[config.mk]
export PLATFORM = sky130hd
export DESIGN_NAME = fp_lastop_rec
export DESIGN_NICKNAME = d
export VERILOG_FILES = /design/src/rtl/fp_lastop_pkg.sv /design/src/rtl/fp_rec_reg.sv /design/src/rtl/fp_op_pack.sv /design/src/rtl/fp_op_report.sv /design/src/rtl/fp_lastop_rec.sv
export SDC_FILE = /design/constraint.sdc
export NUM_CORES = 1
export LEC_CHECK = 0
export ABC_AREA = 1
export BUFFER_PORTS_ARGS = -buffer_cell sky130_fd_sc_hd__buf_2
export CAP_MARGIN = 0
export CORE_MARGIN = 5
export CORE_UTILIZATION = 48
export CTS_BUF_LIST = sky130_fd_sc_hd__clkbuf_16
export DETAILED_ROUTE_END_ITERATION = 8
export PLACE_DENSITY = 0.84
export SETUP_SLACK_MARGIN = 0.15
export SYNTH_ARGS = -nofsm -noshare
export SYNTH_HDL_FRONTEND = slang
export SYNTH_HIERARCHICAL = 1
export SYNTH_SLANG_ARGS = --single-unit
[constraint.sdc]
create_clock -name clk_i -period 1.1 [get_ports clk_i]
set_input_delay 0.22 -clock clk_i [delete_from_list [all_inputs] [get_ports clk_i]]
set_output_delay 0.22 -clock clk_i [all_outputs]
set_load 0.005 [all_outputs]
[src/rtl/fp_lastop_pkg.sv]
package fp_lastop_pkg;
  parameter int unsigned OFF_W   = 32;
  parameter int unsigned SEL_W   = 16;
  parameter int unsigned OP_LO_W = 3;
  localparam int unsigned PTR_W  = OFF_W + SEL_W;
  localparam int unsigned OP_W   = OP_LO_W + 8;
endpackage

[src/rtl/fp_rec_reg.sv]
// Record register: restore > clear > capture
module fp_rec_reg #(
  parameter int unsigned W = 8
) (
  input  logic         clk_i,
  input  logic         rst_ni,
  input  logic         ld_i,
  input  logic [W-1:0] ld_val_i,
  input  logic         clr_i,
  input  logic         cap_i,
  input  logic [W-1:0] cap_val_i,
  output logic [W-1:0] q_o
);
  always_ff @(posedge clk_i or negedge rst_ni) begin
    if (!rst_ni)     q_o <= '0;
    else if (ld_i)   q_o <= ld_val_i;
    else if (clr_i)  q_o <= '0;
    else if (cap_i)  q_o <= cap_val_i;
  end
endmodule

[src/rtl/fp_op_pack.sv]
// Keeps only the variable low bits of byte 0; the upper bits are a fixed escape pattern
module fp_op_pack #(
  parameter int unsigned LO_W = 3
) (
  input  logic [7:0]      op0_i,
  input  logic [7:0]      op1_i,
  output logic [LO_W+7:0] op_o
);
  logic unused_hi;
  assign unused_hi = ^op0_i[7:LO_W];
  assign op_o = {op0_i[LO_W-1:0], op1_i};
endmodule

[src/rtl/fp_op_report.sv]
module fp_op_report #(
  parameter int unsigned W = 11
) (
  input  logic         compat_i,
  input  logic         exc_i,
  input  logic [W-1:0] op_i,
  output logic [W-1:0] op_o,
  output logic         op_valid_o
);
  always_comb begin
    op_valid_o = compat_i | exc_i;
    op_o       = op_valid_o ? op_i : '0;
  end
endmodule

[src/rtl/fp_lastop_rec.sv]
module fp_lastop_rec
  import fp_lastop_pkg::*;
#(
  parameter int unsigned P_OFF_W   = OFF_W,
  parameter int unsigned P_SEL_W   = SEL_W,
  parameter int unsigned P_OP_LO_W = OP_LO_W,
  localparam int unsigned P_PTR_W  = P_OFF_W + P_SEL_W,
  localparam int unsigned P_OP_W   = P_OP_LO_W + 8
) (
  input  logic               clk_i,
  input  logic               rst_ni,
  input  logic               ret_valid_i,
  input  logic               ret_ctrl_i,
  input  logic [P_OFF_W-1:0] ret_ip_off_i,
  input  logic [P_SEL_W-1:0] ret_ip_sel_i,
  input  logic [7:0]         ret_op0_i,
  input  logic [7:0]         ret_op1_i,
  input  logic               ret_mem_i,
  input  logic [P_OFF_W-1:0] ret_dp_off_i,
  input  logic [P_SEL_W-1:0] ret_dp_sel_i,
  input  logic               ret_exc_i,
  input  logic               clr_i,
  input  logic               ld_i,
  input  logic [P_PTR_W-1:0] ld_ip_i,
  input  logic [P_PTR_W-1:0] ld_dp_i,
  input  logic [P_OP_W-1:0]  ld_op_i,
  input  logic               ld_exc_i,
  input  logic               compat_i,
  output logic [P_PTR_W-1:0] ip_o,
  output logic [P_PTR_W-1:0] dp_o,
  output logic [P_OP_W-1:0]  op_o,
  output logic               op_valid_o
);
  logic               cap;
  logic [P_PTR_W-1:0] ip_new, dp_new;
  logic [P_OP_W-1:0]  op_new, op_q;
  logic               exc_q;

  assign cap    = ret_valid_i & ~ret_ctrl_i;
  assign ip_new = {ret_ip_sel_i, ret_ip_off_i};
  assign dp_new = ret_mem_i ? {ret_dp_sel_i, ret_dp_off_i} : '0;

  fp_op_pack #(.LO_W(P_OP_LO_W)) u_pack (
    .op0_i(ret_op0_i), .op1_i(ret_op1_i), .op_o(op_new)
  );

  fp_rec_reg #(.W(P_PTR_W)) u_ip (
    .clk_i, .rst_ni, .ld_i, .ld_val_i(ld_ip_i), .clr_i,
    .cap_i(cap), .cap_val_i(ip_new), .q_o(ip_o)
  );
  fp_rec_reg #(.W(P_PTR_W)) u_dp (
    .clk_i, .rst_ni, .ld_i, .ld_val_i(ld_dp_i), .clr_i,
    .cap_i(cap), .cap_val_i(dp_new), .q_o(dp_o)
  );
  fp_rec_reg #(.W(P_OP_W)) u_op (
    .clk_i, .rst_ni, .ld_i, .ld_val_i(ld_op_i), .clr_i,
    .cap_i(cap), .cap_val_i(op_new), .q_o(op_q)
  );
  fp_rec_reg #(.W(1)) u_exc (
    .clk_i, .rst_ni, .ld_i, .ld_val_i(ld_exc_i), .clr_i,
    .cap_i(cap), .cap_val_i(ret_exc_i), .q_o(exc_q)
  );

  fp_op_report #(.W(P_OP_W)) u_rep (
    .compat_i, .exc_i(exc_q), .op_i(op_q), .op_o, .op_valid_o
  );

  AST_IP_CAPTURE: assert property (@(posedge clk_i) disable iff (!rst_ni)
    (cap && !ld_i && !clr_i) |=> ip_o == $past({ret_ip_sel_i, ret_ip_off_i}));
  AST_DP_NOMEM_ZERO: assert property (@(posedge clk_i) disable iff (!rst_ni)
    (cap && !ret_mem_i && !ld_i && !clr_i) |=> dp_o == '0);
  AST_CTRL_HOLD: assert property (@(posedge clk_i) disable iff (!rst_ni)
    (ret_valid_i && ret_ctrl_i && !ld_i && !clr_i) |=>
      ($stable(ip_o) && $stable(dp_o) && $stable(op_q) && $stable(exc_q)));
  AST_CLR_ZERO: assert property (@(posedge clk_i) disable iff (!rst_ni)
    (clr_i && !ld_i) |=> (ip_o == '0 && dp_o == '0 && op_q == '0 && !exc_q));
  AST_LD_WINS: assert property (@(posedge clk_i) disable iff (!rst_ni)
    ld_i |=> (ip_o == $past(ld_ip_i) && dp_o == $past(ld_dp_i) &&
              op_q == $past(ld_op_i) && exc_q == $past(ld_exc_i)));
  AST_COMPAT_VALID: assert property (@(posedge clk_i) disable iff (!rst_ni)
    compat_i |-> (op_valid_o && op_o == op_q));
  AST_EXC_TRACK: assert property (@(posedge clk_i) disable iff (!rst_ni)
    (cap && !ld_i && !clr_i) |=> exc_q == $past(ret_exc_i));
endmodule

==> results <==
- The quantity of I/O buffers inserted on ports is 331.
- For this configuration, the core starts out at a cell density of 0.484.
- The floorplan has 45 rows.
- The origin of the critical flop-to-flop path is u_dp/q_o[23].
- Across the VDD grid, the largest voltage drop is 0.000908 V.
- The normalized max-slew margin is 0.800.
- The worst hold path belongs to the class input pin to flip-flop.
- The maximum fanout encountered on the critical timing path is 12.
- The number of nets in the synthesized netlist is 1402.
- The number of cells on the worst hold path is 3.
- The leakage power figure is 6.71 nW.
- The fraction of layout instances using a drive strength above 1 is 0.290.
- The clock slew seen by the registers of the worst setup and hold paths is 70 ps.
- The standard cell core area is 15000 um2.
- The area added between synthesis and finish is 39.9%.
- The number of instances in the synthesized netlist is 1173.
- The hold-critical path endpoint is u_exc/q_o.
- The flow ran to the end, but the final reports show violations.
- In this run the power density over the cells is 1050 nW/um2.
- The average detailed-routed wire length per instance is 13.9 um.
- The kind of end point of the critical path is an output pin.
- Synthesis inferred 108 register bits.
- The number of global-route vias before repair is 7266.
- The detail route stage leaves a number of antenna-violating nets equal to 0.
- The worst setup path is launched from a flip-flop.
- The count of different cell masters after synthesis is 14.
- Max-cap violations in this run came to 0.
- The data arrival time at the worst-slack endpoint is 1190 ps.
- At the pin with the least slew margin, the transition time is 300 ps.
- The overall overflow remaining after global route is 0.
- The total instance count after detailed placement is 1672.
- The area of the die is 17700 um2.
- The width of the chip is 133 um.
- CTS saw 108 sinks.
- The fill cell instance count of the final layout is 1278.
- Averaged over all synthesized cells, the footprint is 6.21 um2.
- The number of endpoints with negative hold slack in the final report is 0.
- For the worst setup path, the data required time is 880 ps.
- The maximum clock insertion buffer count is 2.
- The worst path setup slack after routing is -315 ps.
- The number of search-and-repair iterations in the first detailed-routing pass is 5.
- Summing all multi-input logic gate instances after layout gives 3120 um2.
- The final route contains 7882 vias.
- For the worst-skew pair, the clock arrives at the later sink with an insertion delay of 350 ps.
- Dividing the final minimum period by the clock period gives 1.29.
- The highest clock frequency the design can meet is 707 MHz.
- The diode insertion count for antenna repair is 0.
- The maximum number of pins on one net before global-route repair is 50.
- Of the synthesized area, sequential elements account for 0.371.
- After detailed routing, the number of remaining DRC violations is 0.
- The finished layout holds 1714 standard cells, fillers aside.
- In this run the number of H-tree levels came out at 3.
- The TritonCTS clock tree is built.
- The endpoint identified for the worst register-to-register timing path is u_dp/q_o[23].
- The post-layout minimum cycle time is 1410 ps.
- The post-synth design cell area is 7280 um2.
- The number of cells on the worst reg-to-reg path is 5.
- Using the TritonRoute via totals, the vias-per-cell ratio works out to 4.60.
- The number of warning messages in the yosys log is 6.
- The count of pins over their slew limit is 0.
- The congestion estimate from routability-driven global placement came to 0.914.
- In the final timing run, aggregate negative setup slack is -3730 ps.
- The global-route wire length before repair is 35400 um.
- The total number of nets in the final design is 1750.
- The worst clock skew on the final layout is 0 ps.
- The checks that failed: setup timing.
- Clock tree synthesis selected as its root buffer the cell clkbuf_16.
- The number of buffers added by the clock tree synthesis step is 9.
- The final setup violation count is 21.
- The global routing usage summed across all routing layers is 0.245.
- The critical path in this run is classified as flip-flop to output pin.
- The number of top-level design ports is 337.
- The first routing iteration left 496 violations.
- The die height is 133 um.
- Setup repair after global routing could not meet its margin everywhere.
- The origin of the worst min-delay path is ld_exc_i.
- Registers take 2700 um2.
- Wires add up to 23800 um.
- The number of antenna violations at the first check in global routing is 0.
- The post-detailed-placement half-perimeter wirelength is 16700 um.
- The worst setup slack for register-to-register paths is 130 ps.
-- routing by layer --
| layer | global-route usage | routed length [um] |
|---|---|---|
| met3 | 0.0517 | 1560 |
| met4 | 0.0869 | 660 |
| met5 | 0 | 0 |
| met2 | 0.426 | 12000 |
| met1 | 0.303 | 9630 |
-- what timing repair did --
action                                 CTS  global route
resized for setup                        8            29
pin swaps                                2             5
hold buffers                             1             0
setup endpoints to repair              122           187
cloned                                   4             9
buffers inserted                         6             6
endpoints found under the hold margin   13             0
-- sequential cells by signal, summed over array words and instances (netlist names) --
name and flops:
u_exc/q_o 1, u_dp/q_o 48, u_ip/q_o 48, u_op/q_o 11
-- final cells by class --
type / instances / area share
timing repair inverter: 1 / 0.000737
timing repair buffer: 408 / 0.270
tap: 188 / 0.0231
sequential: 108 / 0.265
clock buffer: 9 / 0.0221
multi-input combinational: 712 / 0.306
clock inverter: 7 / 0.00577
inverter: 281 / 0.107
-- metrics by stage --
stage	total power, W	setup WS, ps	util	hold slack (ps)	area [um2]
after floorplan	0.00593	21.9	-	-75.6	7350
after global placement	0.00718	-215	0.623	128	9370
after detailed placement	0.00725	-252	0.623	130	9370
after CTS	0.0106	-346	0.654	58.1	9840
after global routing	0.0113	-372	0.678	71.8	10200
final	0.0107	-315	0.678	81.2	10200
-- how the worst max path moves through the flow --
stage	startpoint	end	slack [ps]	cells past startpoint
finish	u_exc/q_o	op_o[8]	-310	4
floorplan	ret_valid_i	u_dp/q_o[33]	20	9
global placement	ret_valid_i	u_ip/q_o[47]	-210	10
global route	u_exc/q_o	op_o[6]	-370	4
CTS	u_exc/q_o	op_o[8]	-350	4
detailed placement	ret_valid_i	u_op/q_o[4]	-250	8
-- layout by cell type, fill, tap and decap left out, drive strengths merged --
cell type and instances:
clkinvlp 2, nand3b 107, bufinv 1, dfrtp 108
nand3 1, clkbuf 17, inv 281, dlygate4sd3 1
bufbuf 1, clkinv 5, nor2 17, buf 398
nand2 587
-- synth_stat cells --
master    number  area (um2)
nand2_1      587        2200
inv_1        269        1010
dfrtp_1      108        2700
nand3b_1     107         803
buf_2         28         140
buf_4         21         158
clkbuf_1      16        60.1
nor2_1        13        48.8
inv_2         12        45.0
buf_6          5        56.3
nor2_4         3        33.8
buf_1          2        7.51
nand3_1        1        5.00
nor2_2         1        6.26
-- cell families (layout without fill, tap and decap cells) --
family	Yosys count	after routing	synth area share
AND/OR/NAND/NOR	712	712	0.426
buffers and inverters	353	706	0.203
flip-flops	108	108	0.371
-- power by group --
group	switching (W)	total [W]	leakage (nW)	internal, W
Combinational	0.00152	0.00296	5.23	0.00143
Clock	0.00145	0.00319	0.143	0.00174
Sequential	0.000186	0.00452	1.34	0.00433
-- worst max-delay path, cell delays in order, from the launching register on --
cell,delay [ps]
dfrtp_1,400
nor2_2,130
buf_12,140
nor2_1,40
buf_2,120
(Power assumes the default switching activity.)
